[config.mk]
export PLATFORM = sky130hd
export DESIGN_NAME = toy_calendar
export DESIGN_NICKNAME = d
export VERILOG_FILES = /design/src/rtl/toy_calendar.sv
export SDC_FILE = /design/constraint.sdc
export NUM_CORES = 1
export LEC_CHECK = 0
export BUFFER_PORTS_ARGS = -buffer_cell sky130_fd_sc_hd__buf_2
export CORE_MARGIN = 3
export CORE_UTILIZATION = 40
export DETAILED_ROUTE_END_ITERATION = 8
export GPL_ROUTABILITY_DRIVEN = 0
export PLACE_DENSITY = 0.62
export SYNTH_ARGS = -nofsm -noshare
export SYNTH_HDL_FRONTEND = slang
export SYNTH_SLANG_ARGS = --single-unit
[constraint.sdc]
create_clock -name clk -period 7.25 [get_ports clk]
set_clock_uncertainty 0.15 [all_clocks]
set_input_delay 0.725 -clock clk [delete_from_list [all_inputs] [get_ports clk]]
set_output_delay 0.725 -clock clk [all_outputs]
set_load 0.05 [all_outputs]
[src/rtl/toy_calendar.sv]
module toy_calendar #(
  parameter int          YEAR_W     = 16,
  parameter int unsigned RESET_YEAR = 2000,
  parameter int          ADDR_W     = 8,
  parameter int          NUM_ALARMS = 3
) (
  input  logic              clk,
  input  logic              rst_n,
  input  logic              tick_i,
  input  logic              req_valid,
  input  logic              req_write,
  input  logic [ADDR_W-1:0] req_addr,
  input  logic [31:0]       req_wdata,
  output logic [31:0]       rd_data,
  output logic              irq_o
);
  localparam logic [ADDR_W-1:0] OFF_TIME_WR = ADDR_W'(8'h24);
  localparam logic [ADDR_W-1:0] OFF_YEAR_WR = ADDR_W'(8'h28);
  localparam logic [ADDR_W-1:0] OFF_TIME_RD = ADDR_W'(8'h2C);
  localparam logic [ADDR_W-1:0] OFF_YEAR_RD = ADDR_W'(8'h30);
  localparam logic [ADDR_W-1:0] OFF_CTRL    = ADDR_W'(8'h40);
  localparam int                OFF_ALARM0  = 'h34;
  localparam int                CAL_BIT     = 11;
  localparam int                OSC_BIT     = 8;

  logic [3:0]        sub_q;
  logic [5:0]        sec_q, min_q, mon_q;
  logic [4:0]        hour_q, day_q;
  logic [YEAR_W-1:0] year_q;
  logic [31:0]       ctrl_q;
  logic [31:0]       alarm_q [NUM_ALARMS];
  logic              step_q;
  logic [4:0]        mdays;
  logic [NUM_ALARMS-1:0] hit;

  wire en      = ctrl_q[CAL_BIT] & ctrl_q[OSC_BIT];
  wire aligned = (req_addr[1:0] == 2'b00);
  wire wr      = req_valid & req_write & aligned;
  wire wr_cfg  = wr & en;
  wire wr_time = wr_cfg & (req_addr == OFF_TIME_WR);
  wire wr_year = wr_cfg & (req_addr == OFF_YEAR_WR);
  wire wr_ctrl = wr & (req_addr == OFF_CTRL);

  wire leap = (year_q[1:0] == 2'b00) &&
              (((year_q % YEAR_W'(100)) != '0) || ((year_q % YEAR_W'(400)) == '0));

  always_comb begin
    case (mon_q)
      6'd4, 6'd6, 6'd9, 6'd11: mdays = 5'd30;
      6'd2:                    mdays = leap ? 5'd29 : 5'd28;
      default:                 mdays = 5'd31;
    endcase
  end

  wire advance  = en & tick_i;
  wire sec_end  = advance  & (sub_q == 4'hF);
  wire min_end  = sec_end  & (sec_q >= 6'd59);
  wire hour_end = min_end  & (min_q >= 6'd59);
  wire day_end  = hour_end & (hour_q >= 5'd23);
  wire mon_end  = day_end  & (day_q >= mdays);
  wire year_end = mon_end  & (mon_q >= 6'd12);

  always_ff @(posedge clk) begin
    if (!rst_n) begin
      sub_q  <= '0;
      sec_q  <= '0;
      min_q  <= '0;
      hour_q <= '0;
      day_q  <= 5'd1;
      mon_q  <= 6'd1;
      year_q <= YEAR_W'(RESET_YEAR);
      ctrl_q <= '0;
      step_q <= 1'b0;
      for (int i = 0; i < NUM_ALARMS; i++) alarm_q[i] <= '0;
    end else begin
      step_q <= sec_end & ~wr_time;
      if (wr_time) begin
        sub_q  <= '0;
        sec_q  <= req_wdata[9:4];
        min_q  <= req_wdata[15:10];
        hour_q <= req_wdata[20:16];
        day_q  <= req_wdata[25:21];
        mon_q  <= req_wdata[31:26];
      end else if (advance) begin
        sub_q <= sub_q + 4'd1;
        if (sec_end)  sec_q  <= min_end  ? 6'd0 : sec_q + 6'd1;
        if (min_end)  min_q  <= hour_end ? 6'd0 : min_q + 6'd1;
        if (hour_end) hour_q <= day_end  ? 5'd0 : hour_q + 5'd1;
        if (day_end)  day_q  <= mon_end  ? 5'd1 : day_q + 5'd1;
        if (mon_end)  mon_q  <= year_end ? 6'd1 : mon_q + 6'd1;
      end
      if (wr_year) year_q <= req_wdata[YEAR_W-1:0];
      else if (year_end && !wr_time) year_q <= year_q + YEAR_W'(1);
      if (wr_ctrl) ctrl_q <= req_wdata;
      for (int i = 0; i < NUM_ALARMS; i++)
        if (wr_cfg && req_addr == ADDR_W'(OFF_ALARM0 + 4*i)) alarm_q[i] <= req_wdata;
    end
  end

  for (genvar i = 0; i < NUM_ALARMS; i++) begin : g_alarm
    assign hit[i] = (alarm_q[i][31:26] == year_q[5:0]) &&
                    ({2'b00, alarm_q[i][25:22]} == mon_q) &&
                    (alarm_q[i][21:17] == day_q) &&
                    (alarm_q[i][16:12] == hour_q) &&
                    (alarm_q[i][11:6] == min_q) &&
                    (alarm_q[i][5:0] == sec_q);
    AST_ALARM_HOLD: assert property (@(posedge clk) disable iff (!rst_n) !en |=> $stable(alarm_q[i]));
  end

  assign irq_o = step_q & en & (|hit);

  always_comb begin
    rd_data = '0;
    if (aligned) begin
      if (req_addr == OFF_TIME_RD) rd_data = {mon_q, day_q, hour_q, min_q, sec_q, sub_q};
      if (req_addr == OFF_YEAR_RD) rd_data = 32'(year_q);
      if (req_addr == OFF_CTRL)    rd_data = ctrl_q;
      for (int i = 0; i < NUM_ALARMS; i++)
        if (req_addr == ADDR_W'(OFF_ALARM0 + 4*i)) rd_data = alarm_q[i];
    end
  end

  AST_FREEZE: assert property (@(posedge clk) disable iff (!rst_n) !en |=> ($stable(sub_q) && $stable(sec_q) && $stable(min_q) && $stable(hour_q) && $stable(day_q) && $stable(mon_q) && $stable(year_q)));
  AST_SUB_STEP: assert property (@(posedge clk) disable iff (!rst_n) (advance && !wr_time) |=> sub_q == $past(sub_q) + 4'd1);
  AST_SEC_WRAP: assert property (@(posedge clk) disable iff (!rst_n) (advance && !wr_time && sub_q == 4'hF && sec_q == 6'd59) |=> sec_q == 6'd0);
  AST_IRQ_PULSE: assert property (@(posedge clk) disable iff (!rst_n) irq_o |=> !irq_o);
  AST_IRQ_BOUNDARY: assert property (@(posedge clk) disable iff (!rst_n) irq_o |-> sub_q == 4'd0);
endmodule

==> out/results.txt <==
The maximum number of pins on one net before global-route repair was 56; the cell leakage power was 5.83 nW. The logs give 0.125 GHz for the upper clock frequency limit and 0 for the number of warning messages in the yosys log. The run finished, with violations left.

The library cell used most frequently in the layout, excluding fill and tap cells, is sky130_fd_sc_hd__buf_4. The slowest stage of the critical path is the sky130_fd_sc_hd__or4_4 cell. The share of the clock period used by the worst path works out to 1.10. Area growth from synthesis to layout: 26.5%.

Final wirelength: 40100 um. The repair_antennas step left the layout with diodes totalling 0. The critical path's most frequent cell is sky130_fd_sc_hd__o211ai_1. The tools report the kind of end point of the critical path as a flip-flop. In the final routed layout, each cell accounts on average for 21.5 um. TritonCTS built the clock tree.

The logs give 1355 for the total nets after synthesis and 11600 um^2 for the netlist area before placement. The first-iteration detailed-routing DRC count is 1278, and the number of sinks handled by clock tree synthesis is 177. The tightest min-delay check is of the flip-flop to flip-flop type.

The total overflow left after global routing is 0. Path type of the worst setup path: flip-flop to flip-flop. Clock-pin slew was measured on the worst setup and hold paths at 0.07 ns. The worst register-to-register path has a setup slack of -0.72 ns.

After synthesis, the mean cell area works out to 8.97 um^2. The initialized floorplan defines 61 standard-cell rows. Once detail routing completed, the nets flagged for antenna violations numbered 0. The largest family of logic cells by synthesized area is compound AO/OA/AOI/OAI gates. After detailed routing, the number of remaining DRC violations is 0. Worst hold slack across all endpoints: 0.306 ns. The filler cell count in the final layout is 2563, and the worst max-slew margin expressed relative to the limit is 0.209. The startpoint of the most critical hold path was ctrl_q[10]. Counting flops with a built-in enable in the synthesized netlist gives 96.

Transition at the pin with the smallest max-transition slack: 1.19 ns. The number of hold buffers added after cts was 0; the required time reported for the critical path endpoint was 7.48 ns. The final net count is 1532, and the critical path data arrival time is 8.20 ns. The commonest register cell after synthesis was sky130_fd_sc_hd__edfxtp_1.

The die is 177 um tall. The core utilization of the finished layout was 0.521. The basic-gate share of the synthesized area counting and, or, nand and nor cells is 0.211, and the I/O pin count is 78.

For the least setup slack across all paths after layout, the log shows -0.722 ns. The share of post-route cells with drive strength above 1 is 0.291. The kind of launch point of the worst setup path was a flip-flop. The effective utilization at floorplan is 0.412, and the post-synthesis share of cell area spent on full adders, half adders and majority gates is 0.0140.

Post-detailed-placement half-perimeter wirelength: 27800 um. The tools report the worst reg2reg path endpoint as year_q[15]. During placement, the flow inserted port buffers numbering 77. Area taken by multi-input logic gates: 7180 um^2. Setup violations remaining at the end of the flow were counted as 27. The area share of xor/xnor cells in the synthesized design works out to 0.0934. Clock tree synthesis selected as its root buffer the cell sky130_fd_sc_hd__clkbuf_16.

The total global-route track usage was 0.251; the number of buffers on the longest clock path was 2. The compound-gate portion of the synthesized area is 0.238. The floorplan step defined a core boundary enclosing 28200 um^2.

The share of synthesized registers carrying an async set or reset came out at 0. Following the worst setup path forward leads to its endpoint at year_q[15]. For the worst flop-to-flop path, the logic depth is 35. For the initial antenna violation count, the log shows 1.

Across the VDD grid, the largest voltage drop is 0.177 mV. The final count of pins violating max slew came out at 0. The top cell types in the final layout, fill and taps aside, are sky130_fd_sc_hd__buf_4, sky130_fd_sc_hd__nand2_1, sky130_fd_sc_hd__edfxtp_1. The final-report hold violation count came out at 0. Area enclosed by the die boundary: 31200 um^2. The sequential-to-total area share from yosys stat was 0.387; the cell count after synthesis was 1297. The first-pass GRT wire length was 61000 um. Setup repair after global routing could not meet its margin everywhere. Power spread over the standard cell area amounts to 142 nW/um^2.

The time the final worst path needs with I/O delays and setup was 7.97 ns; the number of buffers added by the clock tree synthesis step was 17. The first TritonRoute pass finished after 6 iterations. The total area of sequential cells was 4520 um^2; the via count of the first global-routing pass was 10700.

The mux contribution to synthesized area is 0.0109. From left edge to right edge, the die measures 177 um. The worst register-to-register path begins at year_q[10].

The most critical setup path has its startpoint at year_q[10]. The netlist uses 105 different library cells. The count of vias placed by the detailed router is 11200. The maximum fanout count along the critical path came out at 14.

The largest single stage delay on the critical path is 0.51 ns. Dividing the detail-routed via count by the number of cells gives 6.00. Across the run, the number of max-cap violations was 0.

Maximum level of the CTS H-tree: 4. The final reports fail on setup timing. The synthesized design contains 177 register bits.

At the later pin of the worst-skew pair, clock insertion delay measures 0.45 ns.
==> registers in the layout (all words and copies together), names as in the netlist <==
name	cells
alarm_q	96
ctrl_q	32
year_q	16
min_q	6
mon_q	6
sec_q	6
day_q	5
hour_q	5
sub_q	4
step_q	1
==> metal layers <==
| metal | GRT usage | vias up | part of all wire |
|---|---|---|---|
| met3 | 0.0434 | 93 | 0.080 |
| met2 | 0.420 | 534 | 0.48 |
| met1 | 0.330 | 5399 | 0.41 |
| met5 | 0 | - | 0.00017 |
| met4 | 0.0871 | 2 | 0.030 |
| li1 | - | 5165 | - |
==> what timing repair did <==
action,in CTS,in global routing
buffers inserted,38,16
endpoints found under the setup margin,22,27
hold endpoints to repair,0,0
resized for setup,98,40
pin swaps,42,38
==> critical path: cells and delay by family (launching register included) <==
family          cells  cell delay (ns)
simple gates       13             2.32
compound gates     19             4.29
flops               1             0.41
buf+inv             2             0.37
fa+ha+maj           1             0.34
==> through the flow <==
stage / setup slack, ns / cells / instance area, um^2 / power, mW / setup TNS (ns)
floorplan: -0.269 / 1297 / 11700 / 1.14 / -0.904
detailed placement: -0.841 / 1785 / 13200 / 1.20 / -11.66
finish: -0.722 / 1865 / 14700 / 2.10 / -13.02
global placement: -0.724 / 1785 / 13200 / 1.19 / -8.93
CTS: -0.495 / 1850 / 14400 / 2.10 / -7.21
global route: -1.11 / 1865 / 14700 / 2.14 / -23.82
==> logic make-up after synthesis <==
logic type,Yosys count
multiplexers,12
AO/OA/AOI/OAI,354
flip-flops,177
buffers and inverters,125
XOR/XNOR,124
AND/OR/NAND/NOR,492
adder cells (fa/ha/maj),13
==> power breakdown <==
part	switching, mW	leakage, nW	internal (mW)
Combinational	0.0597	3.89	0.0270
Clock	0.415	0.294	0.508
Sequential	0.0156	1.65	1.07
==> worst min path at each step <==
stage / end / cells after the start / slack [ns]
finish: ctrl_q[10] / 2 / 0.31
global placement: ctrl_q[4] / 2 / 0.29
CTS: ctrl_q[10] / 2 / 0.31
global route: ctrl_q[10] / 2 / 0.33
detailed placement: ctrl_q[10] / 2 / 0.30
floorplan: ctrl_q[10] / 2 / 0.29
==> cells in the mapped netlist, drive strengths merged (21+ instances only) <==
master | number | area share
a21boi | 21 | 0.015
a21oi | 68 | 0.030
a222oi | 26 | 0.022
a22oi | 32 | 0.021
and2 | 43 | 0.023
clkbuf | 87 | 0.028
dfxtp | 81 | 0.14
edfxtp | 96 | 0.25
nand2 | 171 | 0.056
nand3 | 55 | 0.025
nand4 | 28 | 0.015
nor2 | 81 | 0.027
nor3 | 29 | 0.013
o211a | 22 | 0.020
o211ai | 24 | 0.018
o21ai | 60 | 0.026
xnor2 | 75 | 0.056
xor2 | 49 | 0.037
==> area by class of cell <==
| class | count | share of cell area |
|---|---|---|
| multi-input cells | 995 | 0.488 |
| repair buffers | 264 | 0.128 |
| clock inverters | 13 | 0.00833 |
| clock buffers | 19 | 0.0316 |
| well taps | 378 | 0.0321 |
| flip-flops and latches | 177 | 0.308 |
| inverters | 19 | 0.00485 |
(Power assumes the default switching activity.)
